===== config.mk =====
export PLATFORM = sky130hd
export DESIGN_NAME = ddr_cmd_monitor
export DESIGN_NICKNAME = d
export VERILOG_FILES = /design/src/rtl/ddr_mon_pkg.sv /design/src/rtl/ddr_cmd_decode.sv /design/src/rtl/ddr_bank_table.sv /design/src/rtl/ddr_burst_track.sv /design/src/rtl/ddr_cmd_monitor.sv
export SDC_FILE = /design/constraint.sdc
export NUM_CORES = 1
export LEC_CHECK = 0
export CAP_MARGIN = 20
export CORE_UTILIZATION = 52
export CTS_CLUSTER_SIZE = 30
export DETAILED_ROUTE_END_ITERATION = 8
export GPL_TIMING_DRIVEN = 1
export PLACE_DENSITY = 0.8
export SLEW_MARGIN = 15
export SYNTH_ARGS = -nofsm -noshare
export SYNTH_HDL_FRONTEND = slang
export SYNTH_SLANG_ARGS = --single-unit
export TNS_END_PERCENT = 5

===== constraint.sdc =====
create_clock -name clk -period 2.5 [get_ports clk]
set_input_delay 0.375 -clock clk [delete_from_list [all_inputs] [get_ports clk]]
set_output_delay 0.375 -clock clk [all_outputs]
set_load 0.05 [all_outputs]

===== src/rtl/ddr_mon_pkg.sv =====
package ddr_mon_pkg;

  localparam int MAX_BEATS = 8;

  typedef enum logic [3:0] {
    CMD_DESEL   = 4'd0,
    CMD_NOP     = 4'd1,
    CMD_BSTOP   = 4'd2,
    CMD_RD      = 4'd3,
    CMD_RDA     = 4'd4,
    CMD_WR      = 4'd5,
    CMD_WRA     = 4'd6,
    CMD_ACT     = 4'd7,
    CMD_PRE     = 4'd8,
    CMD_PREA    = 4'd9,
    CMD_AREF    = 4'd10,
    CMD_SREF    = 4'd11,
    CMD_MRS     = 4'd12,
    CMD_EMRS    = 4'd13,
    CMD_ILLEGAL = 4'd15
  } cmd_e;

  // clocks a burst occupies: two beats per clock
  function automatic int half_beats(input logic [1:0] sel);
    case (sel)
      2'b00:   return 1;
      2'b01:   return 2;
      default: return MAX_BEATS / 2;
    endcase
  endfunction

endpackage


===== src/rtl/ddr_cmd_decode.sv =====
module ddr_cmd_decode
  import ddr_mon_pkg::*;
#(
  parameter int BA_W = 2
) (
  input  logic            cke_prev,
  input  logic            cke_cur,
  input  logic            cke_hist,
  input  logic            cs_n,
  input  logic            ras_n,
  input  logic            cas_n,
  input  logic            we_n,
  input  logic [BA_W-1:0] ba,
  input  logic            ap,
  output cmd_e            cmd
);

  cmd_e pin_cmd;

  always_comb begin
    case ({ras_n, cas_n, we_n})
      3'b111:  pin_cmd = CMD_NOP;
      3'b110:  pin_cmd = CMD_BSTOP;
      3'b101:  pin_cmd = ap ? CMD_RDA : CMD_RD;
      3'b100:  pin_cmd = ap ? CMD_WRA : CMD_WR;
      3'b011:  pin_cmd = CMD_ACT;
      3'b010:  pin_cmd = ap ? CMD_PREA : CMD_PRE;
      3'b001:  pin_cmd = cke_cur ? CMD_AREF : CMD_SREF;
      default: begin
        if (!ap && ba == BA_W'(0))      pin_cmd = CMD_MRS;
        else if (!ap && ba == BA_W'(1)) pin_cmd = CMD_EMRS;
        else                            pin_cmd = CMD_ILLEGAL;
      end
    endcase
  end

  always_comb begin
    if (cke_prev != cke_hist)              cmd = CMD_ILLEGAL;
    else if (cs_n)                         cmd = CMD_DESEL;
    else if (!cke_prev)                    cmd = CMD_ILLEGAL;
    else if (!cke_cur && pin_cmd != CMD_SREF) cmd = CMD_ILLEGAL;
    else                                   cmd = pin_cmd;
  end

endmodule


===== src/rtl/ddr_bank_table.sv =====
module ddr_bank_table #(
  parameter int NUM_BANKS = 4,
  parameter int BA_W      = $clog2(NUM_BANKS)
) (
  input  logic                 clk,
  input  logic                 rst_n,
  input  logic [BA_W-1:0]      bank,
  input  logic                 open_en,
  input  logic                 close_en,
  input  logic                 close_all,
  input  logic                 ap_close,
  input  logic [BA_W-1:0]      ap_bank,
  input  logic                 flag_en,
  output logic [NUM_BANKS-1:0] active,
  output logic [NUM_BANKS-1:0] flags
);

  for (genvar g = 0; g < NUM_BANKS; g++) begin : g_bank
    logic hit;
    logic ap_hit;
    assign hit    = (bank == BA_W'(g));
    assign ap_hit = ap_close && (ap_bank == BA_W'(g));

    always_ff @(posedge clk) begin
      if (!rst_n) begin
        active[g] <= 1'b0;
        flags[g]  <= 1'b0;
      end else begin
        if (open_en && hit)
          active[g] <= 1'b1;
        else if (close_all || (close_en && hit) || ap_hit)
          active[g] <= 1'b0;
        if (flag_en && hit)
          flags[g] <= 1'b1;
      end
    end
  end

endmodule


===== src/rtl/ddr_burst_track.sv =====
module ddr_burst_track
  import ddr_mon_pkg::*;
#(
  parameter int BA_W  = 2,
  parameter int CNT_W = $clog2(MAX_BEATS / 2 + 1)
) (
  input  logic            clk,
  input  logic            rst_n,
  input  logic            start,
  input  logic            start_wr,
  input  logic            start_ap,
  input  logic [BA_W-1:0] start_bank,
  input  logic [1:0]      bl_sel,
  input  logic            stop,
  output logic            busy,
  output logic            is_wr,
  output logic            ap_fire,
  output logic [BA_W-1:0] ap_bank
);

  logic [CNT_W-1:0] cnt_q;
  logic             wr_q;
  logic             ap_q;
  logic [BA_W-1:0]  bank_q;

  assign busy    = (cnt_q != '0);
  assign is_wr   = busy && wr_q;
  assign ap_fire = busy && ap_q && ((cnt_q == CNT_W'(1)) || stop);
  assign ap_bank = bank_q;

  always_ff @(posedge clk) begin
    if (!rst_n) begin
      cnt_q  <= '0;
      wr_q   <= 1'b0;
      ap_q   <= 1'b0;
      bank_q <= '0;
    end else if (start) begin
      cnt_q  <= CNT_W'(half_beats(bl_sel));
      wr_q   <= start_wr;
      ap_q   <= start_ap;
      bank_q <= start_bank;
    end else if (stop) begin
      cnt_q  <= '0;
      ap_q   <= 1'b0;
    end else if (busy) begin
      cnt_q  <= cnt_q - CNT_W'(1);
    end
  end

endmodule


===== src/rtl/ddr_cmd_monitor.sv =====
module ddr_cmd_monitor
  import ddr_mon_pkg::*;
#(
  parameter int NUM_BANKS = 4,
  parameter int BA_W      = $clog2(NUM_BANKS)
) (
  input  logic                 clk,
  input  logic                 rst_n,
  input  logic                 cke_prev_i,
  input  logic                 cke_cur_i,
  input  logic                 cs_n_i,
  input  logic                 ras_n_i,
  input  logic                 cas_n_i,
  input  logic                 we_n_i,
  input  logic [BA_W-1:0]      ba_i,
  input  logic                 ap_i,
  input  logic [1:0]           bl_sel_i,
  output logic [3:0]           cmd_o,
  output logic [BA_W-1:0]      bank_o,
  output logic [NUM_BANKS-1:0] bank_active_o,
  output logic                 busy_o,
  output logic                 busy_wr_o,
  output logic                 err_o,
  output logic [NUM_BANKS-1:0] bank_err_o
);

  logic            cke_hist_q;
  cmd_e            cmd_d;
  cmd_e            cmd_q;
  logic [BA_W-1:0] bank_q;
  logic            err_q;

  logic            busy;
  logic            busy_wr;
  logic            ap_fire;
  logic [BA_W-1:0] ap_bank;
  logic [NUM_BANKS-1:0] active;
  logic [NUM_BANKS-1:0] flags;

  always_ff @(posedge clk) begin
    if (!rst_n) cke_hist_q <= 1'b1;
    else        cke_hist_q <= cke_cur_i;
  end

  ddr_cmd_decode #(.BA_W(BA_W)) u_decode (
    .cke_prev (cke_prev_i),
    .cke_cur  (cke_cur_i),
    .cke_hist (cke_hist_q),
    .cs_n     (cs_n_i),
    .ras_n    (ras_n_i),
    .cas_n    (cas_n_i),
    .we_n     (we_n_i),
    .ba       (ba_i),
    .ap       (ap_i),
    .cmd      (cmd_d)
  );

  logic is_rd, is_wr_cmd, is_rw, bank_open;
  logic act_err, rw_idle_err, rw_busy_err, bst_wr_err;
  logic start, stop, open_en, err_d;

  assign is_rd       = (cmd_d == CMD_RD) || (cmd_d == CMD_RDA);
  assign is_wr_cmd   = (cmd_d == CMD_WR) || (cmd_d == CMD_WRA);
  assign is_rw       = is_rd || is_wr_cmd;
  assign bank_open   = active[ba_i];

  assign act_err     = (cmd_d == CMD_ACT) && bank_open;
  assign rw_idle_err = is_rw && !bank_open;
  assign rw_busy_err = is_rw && bank_open && busy;
  assign bst_wr_err  = (cmd_d == CMD_BSTOP) && busy_wr;

  assign open_en = (cmd_d == CMD_ACT) && !bank_open;
  assign start   = is_rw && bank_open && !busy;
  assign stop    = (cmd_d == CMD_BSTOP) && busy && !busy_wr;
  assign err_d   = (cmd_d == CMD_ILLEGAL) || act_err || rw_idle_err ||
                   rw_busy_err || bst_wr_err;

  ddr_bank_table #(.NUM_BANKS(NUM_BANKS), .BA_W(BA_W)) u_banks (
    .clk       (clk),
    .rst_n     (rst_n),
    .bank      (ba_i),
    .open_en   (open_en),
    .close_en  (cmd_d == CMD_PRE),
    .close_all (cmd_d == CMD_PREA),
    .ap_close  (ap_fire),
    .ap_bank   (ap_bank),
    .flag_en   (act_err || rw_idle_err),
    .active    (active),
    .flags     (flags)
  );

  ddr_burst_track #(.BA_W(BA_W)) u_burst (
    .clk        (clk),
    .rst_n      (rst_n),
    .start      (start),
    .start_wr   (is_wr_cmd),
    .start_ap   ((cmd_d == CMD_RDA) || (cmd_d == CMD_WRA)),
    .start_bank (ba_i),
    .bl_sel     (bl_sel_i),
    .stop       (stop),
    .busy       (busy),
    .is_wr      (busy_wr),
    .ap_fire    (ap_fire),
    .ap_bank    (ap_bank)
  );

  always_ff @(posedge clk) begin
    if (!rst_n) begin
      cmd_q  <= CMD_DESEL;
      bank_q <= '0;
      err_q  <= 1'b0;
    end else begin
      cmd_q <= cmd_d;
      err_q <= err_d;
      if (cmd_d != CMD_DESEL) bank_q <= ba_i;
    end
  end

  assign cmd_o         = cmd_q;
  assign bank_o        = bank_q;
  assign bank_active_o = active;
  assign busy_o        = busy;
  assign busy_wr_o     = busy_wr;
  assign err_o         = err_q;
  assign bank_err_o    = flags;

endmodule


Word level (Yosys, flattened, before mapping)
Cells that the tools add are included.
- bits in registers: 23
- latch bits: 0
- memory bits (writable): 0
- memory bits (read-only): 0
- output and inout port bits: 17
- memories kept: 0
- $add $sub $neg: 1
- multiply operators: 0
- div/mod/pow operators: 0
- magnitude comparators: 1
- eq/ne operators: 26
- shift-type cells: 0
- multiplexer cells: 27
- bitwise operators: 0
- reductions and logical operators: 65
- operators with widths (kind ; count):
    $logic_and A1 B1 Y1 ; 31
    $pmux W4 S7 ; 1
    $mux W4 ; 5
    $logic_or A1 B1 Y1 ; 18
    $eq A4 B3 Y1 const B ; 4
    $mux W1 ; 13
    $eq A3 B3 Y1 const B ; 4
    $eq A4 B4 Y1 const B ; 3
    $mux W3 ; 4
    $reduce_bool A2 Y1 ; 5
    $eq A2 B2 Y1 const B ; 4
    $eq A4 B2 Y1 const B ; 2
    $eq A2 B1 Y1 const B ; 3
    $eq A3 B1 Y1 const B ; 2
    $eq A3 B2 Y1 const B ; 2
    $logic_not A2 Y1 ; 3
    $pmux W3 S2 ; 1
    $reduce_bool A3 Y1 ; 2
    $logic_not A1 Y1 ; 5
    $mux W2 ; 2
    $ne A4 B4 Y1 const B ; 1
    $reduce_bool A4 Y1 ; 1
    $lt A2 B3 Y1 const B ; 1
    $sub A3 B1 Y3 const B ; 1
    2 further kinds ; 2

Longest topological paths before layout
Gate-level depths: netlist of the first run.
- depth after elaboration: 20
- mapped depth: 9
- mapped depth without buffers: 9

Hierarchy
Synthesis of the first run repeated with hierarchy kept, for this count alone.
- cell total of the unflattened synthesis: 157
- area total of the unflattened synthesis: 1433.9 um^2
- modules (own cells, without submodules) (module ; times used ; cells an instance ; area an instance (um^2) ; sequential area each (um^2)):
    ddr_cmd_monitor ; 1 ; 45 ; 440.4 ; 160.2
    ddr_bank_table ; 1 ; 40 ; 409.1 ; 160.2
    ddr_burst_track ; 1 ; 41 ; 392.9 ; 140.1
    ddr_cmd_decode ; 1 ; 31 ; 191.4 ; 0.0

Worst setup path after synthesis of the first run
No wires, ideal clock.
- kind: register to register
- from: reg u_burst.cnt_q[0]
- to: reg u_burst.bank_q[0], in the netlist u_burst.ap_bank[0]
- setup time: 0.128 ns
- data arrival time: 2.117 ns
- data required time: 2.372 ns
- slack: 0.256 ns
- cell stages (with the launch flop): 9
- path through: dfxtp_1 > inv_1 > ha_1 > nor2b_1 > clkinv_1 > a2111o_1 > nand2_2 > mux2i_1 > nor2_1
- word-level cells in the longest chain between the ends: 3
- ends and longest elaborated chain (what ; RTL line ; RTL):
    from (decl) ; ddr_burst_track.sv:21 ; logic [CNT_W-1:0] cnt_q;
    from (signal assigned) ; ddr_burst_track.sv:38 ; cnt_q <= CNT_W'(half_beats(bl_sel));
    from (signal assigned) ; ddr_burst_track.sv:46 ; cnt_q <= cnt_q - CNT_W'(1);
    $reduce_bool A3 Y1 ; ddr_burst_track.sv:26 ; assign busy = (cnt_q != '0);
    named net busy_o ; ddr_cmd_monitor.sv:21 ; output logic busy_o,
    $logic_not A1 Y1 ; ddr_cmd_monitor.sv:73 ; assign start = is_rw && bank_open && !busy;
    $logic_and A1 B1 Y1 ; ddr_cmd_monitor.sv:73 ;
    to (signal assigned) ; ddr_burst_track.sv:41 ; bank_q <= start_bank;
    to (decl) ; ddr_burst_track.sv:24 ; logic [BA_W-1:0] bank_q;
The timed path passes the listed nets, and every way through them passes these cells.
A chain may end at the register's enable or synchronous reset.

Worst setup path in the final report of the first run
- from: reg u_burst.cnt_q[0]
- to: out busy_o
- word-level cells in the longest chain between the ends: 1
- ends and longest elaborated chain (what ; RTL line):
    $reduce_bool A3 Y1 ; ddr_burst_track.sv:26
    to (decl) ; ddr_cmd_monitor.sv:21
No other way between the ends.

==> results of run 1 <==
registers in the layout, summed over array words and instances, names as in the netlist:
| name | cells |
|---|---|
| u_burst.wr_q | 1 |
| u_banks.active | 4 |
| u_banks.flags | 4 |
| u_burst.ap_bank | 2 |
| u_burst.ap_q | 1 |
| cke_hist_q | 1 |
| err_o | 1 |
| cmd_o | 4 |
| bank_o | 2 |
| u_burst.cnt_q | 3 |
area by class of cell:
cell class	instances	area, um^2	area share (%)
clock buffers	3	22.52	1.065
clock inverters	1	5.005	0.2367
inverters	10	37.54	1.775
multi-input cells	147	1007	47.63
flip-flops and latches	23	460.4	21.78
well taps	31	38.79	1.834
repair buffers	63	543.0	25.68
cell usage after synthesis, types with 4 or more instances:
library cell,number,area [um^2]
nand2b_1,5,31.28
nor2_1,13,48.80
mux2i_1,6,60.06
dfxtp_1,23,460.4
o31ai_1,4,30.03
o32ai_1,5,43.79
a21oi_1,15,75.07
o21ai_0,4,20.02
nand2_1,24,90.09
nand4_1,4,25.02
inv_1,9,33.78
nand3_1,11,55.05
stage by stage:
step	setup TNS, ns	cells	hold WS [ns]
floorplan	0	188	0.4617
detailed placement	-1.038	274	0.4604
global placement	-0.3073	274	0.4430
finish	0	278	0.4837
CTS	0	278	0.4906
global route	0	278	0.5070
where the power goes:
part | internal [W] | switching, W | total (W)
Sequential | 0.000401 | 0.0000235 | 0.000424
Clock | 0.0000600 | 0.000121 | 0.000181
Combinational | 0.000245 | 0.000334 | 0.000579
critical path, delay by kind of cell (launching register included):
| family | cells | cell delay (ns) |
|---|---|---|
| fa+ha+maj | 1 | 0.21 |
| flops | 1 | 0.43 |
| simple gates | 1 | 0.15 |
| buf+inv | 3 | 0.95 |
routing by layer:
layer  up-vias  global-route usage (%)  routed length [um]
li1        808                       -                   -
met1       781                   38.41                1975
met2        73                   47.45                2065
met3         8                   2.995                 288
met4         0                   11.85                  86
met5         -                       0                   0
kinds of logic (layout without fill, tap and decap cells):
logic type	Yosys count	in the layout
AO/OA/AOI/OAI	51	51
XOR/XNOR	4	4
adder cells (fa/ha/maj)	3	3
buffers and inverters	18	77
flip-flops	23	23
multiplexers	10	10
AND/OR/NAND/NOR	79	79
final timing paths:
check / start / end / slack [ns] / depth (start not counted)
max: u_burst.cnt_q[0] / busy_o / 0.08 / 5
min: u_banks.flags[3] / u_banks.flags[3] / 0.48 / 2
max reg2reg: u_burst.cnt_q[0] / u_banks.active[1] / 0.34 / 9
min reg2reg: u_banks.flags[3] / u_banks.flags[3] / 0.48 / 2
==> reports/summary.txt, run 1 <==
commonest cells after routing, fill and taps aside: buf_4 (35), clkdlybuf4s50_1 (28), nand2_1 (24)
DRT iter0 DRCs: 94
crit share post-route: 96.68%
required time of the critical path: 2.12 ns
Synth Area in Adders: 2.402%
ys flop type: dfxtp_1
Clock Skews: 0.007816 ns
synthesis-stage register bit count: 23
LEAKAGE: 0.8308 nW
Min Clock Period, post-route: 2.417 ns
XOR/XNOR Fraction of Synth Area: 2.242%
failing checks: DRC
layout cell share with drive strength beyond 1: 22.67%
Slowest cell on crit path: clkdlybuf4s50_1
pre-CTS setup slack: -0.1315 ns
CTS root buf: clkbuf_4
GR Util All Layers: 28.82%
via count: 1670
crit-path max cell delay: 0.79 ns
fin nets: 264
cell breakdown of the critical path: inv_1 > ha_1 > nor2b_1 > clkinv_1 > clkdlybuf4s50_1
DR pass1 iterations: 6
simple-gate portion of the synthesized area: 26.90%
Setup WS post-layout: 0.08301 ns
vias in the first global route: 1582
remaining antenna violation count after routing: 0
post-synthesis sequential area ratio: 29.46%
first-pass GRT wire length: 7293 um
endpoints failing setup: 0
Die Y: 56.82 um
IO Pins: 30
yosys warns: 0
Post-synth ARST share: 0%
design area: 2115 um^2
worst vdd ir: 0.3859 mV
pwr dens: 560.3 nW/um^2
ANT cells: 0
Worst-Skew Late Latency: 0.32 ns
Net Count, Synth: 204
CP Max Fanout: 5
FP Rows: 19
aggregate routed wire length: 4416 um
Min-Delay Path Class: register to register
Post-DP Area: 2087 um^2
crit path DAT: 2.04 ns
Tot Pwr: 0.001185 W
CP endpoint kind: output pin
fill count: 232
post-synthesis mux area share: 7.686%
clock slew at reported path FFs: 0.14 ns
largest net degree at the start of global routing: 15
Synth Area in Compound Gates: 25.22%
commonest non-fill, non-tap cell in the layout: buf_4
CP startpoint kind: register
Final Slew Violations: 0
P&R area growth vs syn: 35.31%
die width: 56.82 um
setup bufs post-CTS: 0
Util after Layout: 75.38%
Max Root-Sink Buffers: 2
CTS buffer count: 3
CORE AREA: 2805 um^2
Sink Count: 23
MaxCap Viol Count: 0
Slew Limit Headroom: 61.84%
run status: finished, violations left
Post-synth EDFFs: 0
Port-buffer cells: 29
DR WL/cell: 15.88 um
RSZ-0062 raised after global routing: no
CTS resizes: 0
GPL Wtd Cong: 0.9648
Clock H-tree levels: 1
synthesized cell area: 1563 um^2
largest family of logic cells by synthesized area: simple AND/OR/NAND/NOR gates
Fin. Hold Viols: 0
initial antenna violation count: 0
Residual DRC: 2
Syn Area/Cell: 8.312 um^2
CP Class: register to output pin
Syn Inst Count: 188
Starting Density: 55.71%
CTS tree: built
die footprint: 3229 um^2
Highest Clock Rate: 413.7 MHz
Least-Margin Pin Slew: 0.5707 ns
DP HPWL: 3453 um
total gr overflow: 0
Netlist cell types: 55
count of hold-fix buffers inserted at cts: 0
post-DR vias/cell: 6.007
Power figures use the tool's default switching activity.
==> run 2: changes to the inputs <==
--- a/config.mk
+++ b/config.mk
@@ -10,6 +10,7 @@
 export CTS_CLUSTER_SIZE = 30
 export DETAILED_ROUTE_END_ITERATION = 8
 export GPL_TIMING_DRIVEN = 1
+export MAX_ROUTING_LAYER = met4
 export PLACE_DENSITY = 0.8
 export SLEW_MARGIN = 15
 export SYNTH_ARGS = -nofsm -noshare
==> run 2 against run 1 <==
  * The flow still finishes with violations (DRC)
  * Global-route usage increased by 1.0 points
  * Via count decreased by 1.2%
  * Combinational power decreased by 0.7%
  * Final cell count decreased by 0.72%
  * Clock power about the same
  * Clock skew decreased by 0.0023 ns
  * Die area unchanged
  * Sequential share of layout area increased by 0.17 points
==> reports/summary.txt, run 2 (synthesized netlist as in run 1, its figures left out) <==
pre-CTS setup slack: -0.1256 ns (+0.005873 ns)
RSZ-0062 raised after global routing: no
DR pass1 iterations: 6 (unchanged)
commonest non-fill, non-tap cell in the layout: buf_4
pwr dens: 562.8 nW/um^2 (+0.45%)
WHS Path Cells: 2 (unchanged)
total gr overflow: 0 (unchanged)
DRT iter0 DRCs: 97 (+3.2%)
crit share post-route: 96.59% (about the same)
setup_tns: 0 ns (unchanged)
Max Root-Sink Buffers: 2 (unchanged)
R2R cell count: 9 (unchanged)
CTS resizes: 0 (unchanged)
Worst-Skew Late Latency: 0.32 ns (about the same)
Seq pwr share: 36.0% (+0.2 points)
layout cell share with drive strength beyond 1: 21.63% (-1.0 points)
clock slew at reported path FFs: 0.13 ns (about the same)
die width: 56.82 um (unchanged)
failing checks: DRC
Clock Skews: 0.005467 ns (-0.002349 ns)
fill count: 217 (-6.5%)
IO Pins: 30 (unchanged)
endpoints failing setup: 0 (unchanged)
worst reg2reg endpoint: u_banks.active[2]
die footprint: 3229 um^2 (unchanged)
Setup WS post-layout: 0.08524 ns (+0.002238 ns)
P&R area growth vs syn: 34.27%
first-pass GRT wire length: 7245 um (-0.66%)
CP startpoint kind: register
CTS tree: built
CORE AREA: 2805 um^2 (unchanged)
combinational share of power: 48.7% (-0.2 points)
Min Clock Period, post-route: 2.415 ns (-0.002238 ns)
Tot Pwr: 0.001181 W (-0.33%)
FP Rows: 19 (unchanged)
CP Max Fanout: 5 (unchanged)
Sink Count: 23 (unchanged)
Clock H-tree levels: 1 (unchanged)
GPL Wtd Cong: 0.9703 (+0.57%)
vias in the first global route: 1547 (-2.2%)
HP Start: u_banks.flags[3]
clock network power share: 15.2% (about the same)
count of hold-fix buffers inserted at cts: 0 (unchanged)
initial antenna violation count: 0 (unchanged)
Residual DRC: 2 (unchanged)
CTS buffer count: 3 (unchanged)
end of the worst hold path: u_banks.flags[3]
fin nets: 262 (-0.76%)
worst vdd ir: 0.3537 mV (-8.3%)
CTS root buf: clkbuf_4
via count: 1650 (-1.2%)
Port-buffer cells: 29 (unchanged)
Slowest cell on crit path: clkdlybuf4s50_1
Net Sw Frac: 40.37% (-0.058 points)
Crit Reg-Reg Startpoint: u_burst.cnt_q[0]
footprint of the multi-input gates: 1007 um^2 (unchanged)
worst reg2reg setup slack: 0.36 ns (+0.02 ns)
CP endpoint kind: output pin
DR WL/cell: 15.81 um (-0.46%)
required time of the critical path: 2.12 ns (about the same)
largest net degree at the start of global routing: 15 (unchanged)
Fin. Hold Viols: 0 (unchanged)
cell breakdown of the critical path: inv_1 > ha_1 > nor2b_1 > clkinv_1 > clkdlybuf4s50_1
run status: finished, violations left
commonest cells after routing, fill and taps aside: buf_4 (33), clkdlybuf4s50_1 (28), nand2_1 (24)
post-DR vias/cell: 5.978 (-0.48%)
Starting Density: 55.71% (unchanged)
CP Class: register to output pin
Seq. cell area: 460.4 um^2 (unchanged)
remaining antenna violation count after routing: 0 (unchanged)
crit path DAT: 2.04 ns (about the same)
MaxCap Viol Count: 0 (unchanged)
Pint: 0.0007042 W (-0.23%)
DP HPWL: 3397 um (-1.6%)
Die Y: 56.82 um (unchanged)
Least-Margin Pin Slew: 0.5144 ns (-0.05626 ns)
Slew Limit Headroom: 65.60% (+3.8 points)
Highest Clock Rate: 414.1 MHz (about the same)
aggregate routed wire length: 4364 um (-1.2%)
Switch Pwr: 0.0004768 W (-0.47%)
Final Slew Violations: 0 (unchanged)
crit-path max cell delay: 0.79 ns (about the same)
ANT cells: 0 (unchanged)
LEAKAGE: 0.8171 nW (-1.6%)
setup bufs post-CTS: 0 (unchanged)
GR Util All Layers: 29.84% (+1.0 points)
Util after Layout: 74.80% (-0.58 points)
Min-Delay Path Class: register to register
run 2: cell count changes in the layout (fill, tap and decap cells not counted):
cell,previous run,this run
buf_4,35,33
clkbuf_1,0,1
clkinv_2,1,0
run 2: per-stage QoR:
stage	std cells	area, um^2	hold slack, ns
final	276	2098	0.4749
after global routing	276	2098	0.5056
after CTS	276	2098	0.4787
after detailed placement	272	2072	0.4527
after global placement	272	2072	0.4427
after floorplan	188	1563	0.4617
run 2: worst max-delay path by stage:
stage	start	end	slack [ns]	cells past startpoint
detailed placement	ba_i[1]	u_banks.flags[1]	-0.13	8
finish	u_burst.cnt_q[0]	busy_o	0.09	5
CTS	u_burst.cnt_q[0]	busy_o	0.09	5
floorplan	u_burst.cnt_q[0]	u_burst.ap_bank[0]	0.26	8
global placement	ras_n_i	u_banks.flags[2]	-0.05	8
global route	u_burst.cnt_q[0]	busy_o	0.006	5
run 2: power by group through the flow:
| stage | Combinational, W | Clock (W) | Sequential [W] |
|---|---|---|---|
| finish | 0.000575 | 0.000180 | 0.000426 |
| global route | 0.000617 | 0.000200 | 0.000428 |
| CTS | 0.000571 | 0.000182 | 0.000424 |
| detailed placement | 0.000566 | 0 | 0.000432 |
| global placement | 0.000554 | 0 | 0.000431 |
| floorplan | 0.000322 | 0 | 0.000464 |
run 2: metal layers:
| metal | vias to the layer above | global-route usage (%) | routed length [um] |
|---|---|---|---|
| li1 | 803 | - | - |
| met1 | 775 | 40.28 | 1998 |
| met2 | 59 | 45.75 | 2020 |
| met3 | 13 | 3.456 | 253 |
| met4 | 0 | 11.50 | 92 |
| met5 | - | - | 0 |
run 2: cell type report:
class | count | share of cell area (%)
multi-input combinational | 147 | 48.00
sequential | 23 | 21.94
timing repair buffer | 61 | 25.16
tap | 31 | 1.849
inverter | 10 | 1.789
clock buffer | 4 | 1.252
run 2: critical path: cells and delay by family (launching register included):
family                     cells  cell delay, ns
adders and majority gates      1            0.20
buffers and inverters          3            0.95
DFF                            1            0.43
and+or+nand+nor                1            0.14
==> run 3: changes to the inputs <==
--- a/config.mk
+++ b/config.mk
@@ -6,10 +6,11 @@
 export NUM_CORES = 1
 export LEC_CHECK = 0
 export CAP_MARGIN = 20
+export CORE_MARGIN = 3
 export CORE_UTILIZATION = 52
 export CTS_CLUSTER_SIZE = 30
 export DETAILED_ROUTE_END_ITERATION = 8
-export GPL_TIMING_DRIVEN = 1
+export GPL_TIMING_DRIVEN = 0
 export MAX_ROUTING_LAYER = met4
 export PLACE_DENSITY = 0.8
 export SLEW_MARGIN = 15
==> run 3 against run 2 <==
  * The flow now finishes without violations
  * Routed wire length decreased by 7.8%
  * Critical path type is now input pin to register
  * Largest cell class unchanged
  * Register-to-register slack worse by 0.09 ns
  * Flip-flop and latch count unchanged
==> reports/summary.txt, run 3 (synthesized netlist as in run 1, its figures left out) <==
Slew Limit Headroom: 66.30% (+0.70 points)
Crit Reg-Reg Startpoint: u_burst.cnt_q[0]
CORE AREA: 2805 um^2 (unchanged)
Highest Clock Rate: 426.6 MHz (+3.0%)
Final Slew Violations: 0 (unchanged)
Worst-Skew Late Latency: 0.34 ns (+0.02 ns)
initial antenna violation count: 0 (unchanged)
WHS Path Cells: 3 (+1)
pwr dens: 587.6 nW/um^2 (+4.4%)
Starting Density: 55.71% (unchanged)
remaining antenna violation count after routing: 0 (unchanged)
worst reg2reg endpoint: u_banks.active[0]
IO Pins: 30 (unchanged)
worst vdd ir: 0.3485 mV (-1.5%)
Die Y: 60.82 um (+7.0%)
Fin. Hold Viols: 0 (unchanged)
FP Rows: 19 (unchanged)
CTS buffer count: 3 (unchanged)
aggregate routed wire length: 4025 um (-7.8%)
die width: 60.82 um (+7.0%)
Clock H-tree levels: 1 (unchanged)
clock slew at reported path FFs: 0.15 ns (+0.02 ns)
vias in the first global route: 1481 (-4.3%)
DP HPWL: 3049 um (-10%)
Clock Skews: 0.01327 ns (+0.007808 ns)
MaxCap Viol Count: 0 (unchanged)
CTS tree: built
first-pass GRT wire length: 6713 um (-7.3%)
worst reg2reg setup slack: 0.27 ns (-0.09 ns)
CP Class: input pin to register
CP startpoint kind: input pin
commonest cells after routing, fill and taps aside: nand2_1 (24), dfxtp_1 (23), clkdlybuf4s50_1 (22)
Final Hold Slack: 0.3064 ns (-0.1686 ns)
fill count: 245 (+13%)
largest net degree at the start of global routing: 14 (-1)
total gr overflow: 0 (unchanged)
CP endpoint kind: register
die footprint: 3699 um^2 (+15%)
ANT cells: 0 (unchanged)
post-DR vias/cell: 6.231 (+4.2%)
count of hold-fix buffers inserted at cts: 0 (unchanged)
crit share post-route: 93.76% (-2.8 points)
design area: 1886 um^2 (-10%)
Min-Delay Path Class: input pin to register
Residual DRC: 0 (-2)
GR Util All Layers: 24.80% (-5.0 points)
R2R cell count: 8 (-1)
crit path DAT: 2.56 ns (+0.52 ns)
RSZ-0062 raised after global routing: yes
end of the worst hold path: bank_o[1]
P&R area growth vs syn: 20.66%
fin nets: 233 (-11%)
run status: finished clean
Port-buffer cells: 24 (-17%)
Post-DP Area: 1842 um^2 (-11%)
GPL Wtd Cong: 0.9250 (-4.7%)
required time of the critical path: 2.72 ns (+0.60 ns)
Min Clock Period, post-route: 2.344 ns (-0.07075 ns)
Least-Margin Pin Slew: 0.5039 ns (-0.01046 ns)
layout cell share with drive strength beyond 1: 15.28% (-6.4 points)
DRT iter0 DRCs: 90 (-7.2%)
commonest non-fill, non-tap cell in the layout: nand2_1
CTS root buf: clkbuf_4
via count: 1539 (-6.7%)
endpoints failing setup: 0 (unchanged)
CP Max Fanout: 8 (+3)
HP Start: ba_i[1]
DR WL/cell: 16.30 um (+3.1%)
LEAKAGE: 0.6860 nW (-16%)
Sink Count: 23 (unchanged)
Max Root-Sink Buffers: 2 (unchanged)
DR pass1 iterations: 4 (-2)
-- run 3: cell types whose count changed in the layout (fill, tap and decap cells not counted), moves of 2 or more --
cell             previous run  this run
nor4b_1                     2         0
nor4b_2                     0         2
buf_6                       0         2
clkinv_2                    0         2
buf_4                      33         3
clkdlybuf4s50_1            28        22
-- run 3: power by group --
part / switching, W / internal (W)
Sequential: 0.0000253 / 0.000401
Clock: 0.000128 / 0.0000602
Combinational: 0.000319 / 0.000175
Total: 0.000472 / 0.000636
-- run 3: what timing repair did --
action / in CTS / in global routing
pin swaps: 0 / 0
hold endpoints to repair: 0 / 0
cloned: 0 / 0
endpoints found under the setup margin: 2 / 4
setup buffers: 0 / 0
gates resized for setup: 4 / 5
-- run 3: layout make-up --
class,instances,area [um^2],area share [%]
multi-input cells,147,1028,54.55
clock inverters,1,5.005,0.2654
clock buffers,3,22.52,1.194
plain buffers,8,57.56,3.052
well taps,31,38.79,2.057
repair buffers,24,234.0,12.41
inverters,10,38.79,2.057
flip-flops and latches,23,460.4,24.42
-- run 3: worst max path at each step --
| stage | from | end | slack [ns] | cells after the start |
|---|---|---|---|---|
| final | cke_cur_i | u_banks.active[0] | 0.16 | 8 |
| after global routing | we_n_i | u_banks.active[1] | -0.01 | 8 |
| after CTS | u_burst.cnt_q[0] | busy_wr_o | 0.05 | 7 |
| after detailed placement | cas_n_i | u_banks.active[1] | -0.23 | 9 |
| after global placement | cas_n_i | u_banks.active[1] | -0.20 | 9 |
| after floorplan | u_burst.cnt_q[0] | u_burst.ap_bank[0] | 0.26 | 8 |
-- run 3: critical path: stages --
cell and delay [ns]:
clkdlybuf4s50_1 0.62, and4b_1 0.32, nand2_1 0.12, nor3_1 0.16
nand4_1 0.25, a21boi_1 0.28, nor4_2 0.32, o32ai_1 0.11
-- run 3: layer usage --
| metal | wire length (um) | vias to the layer above | track usage, % |
|---|---|---|---|
| li1 | - | 749 | - |
| met4 | 45 | 0 | 6.502 |
| met2 | 1968 | 51 | 41.68 |
| met3 | 244 | 5 | 3.191 |
| met1 | 1766 | 734 | 31.23 |
| met5 | 0 | - | - |
-- run 3: metrics by stage --
step / worst slack, ns / total power, W / setup TNS [ns] / util [%] / instances
after floorplan: 0.2558 / 0.0007853 / 0 / - / 188
after CTS: 0.05186 / 0.001104 / 0 / 66.68 / 247
after global placement: -0.1987 / 0.0008966 / -0.8792 / 65.66 / 243
after detailed placement: -0.2336 / 0.0009185 / -1.328 / 65.66 / 243
after global routing: -0.01214 / 0.001161 / -0.01214 / 67.22 / 247
final: 0.1560 / 0.001108 / 0 / 67.22 / 247
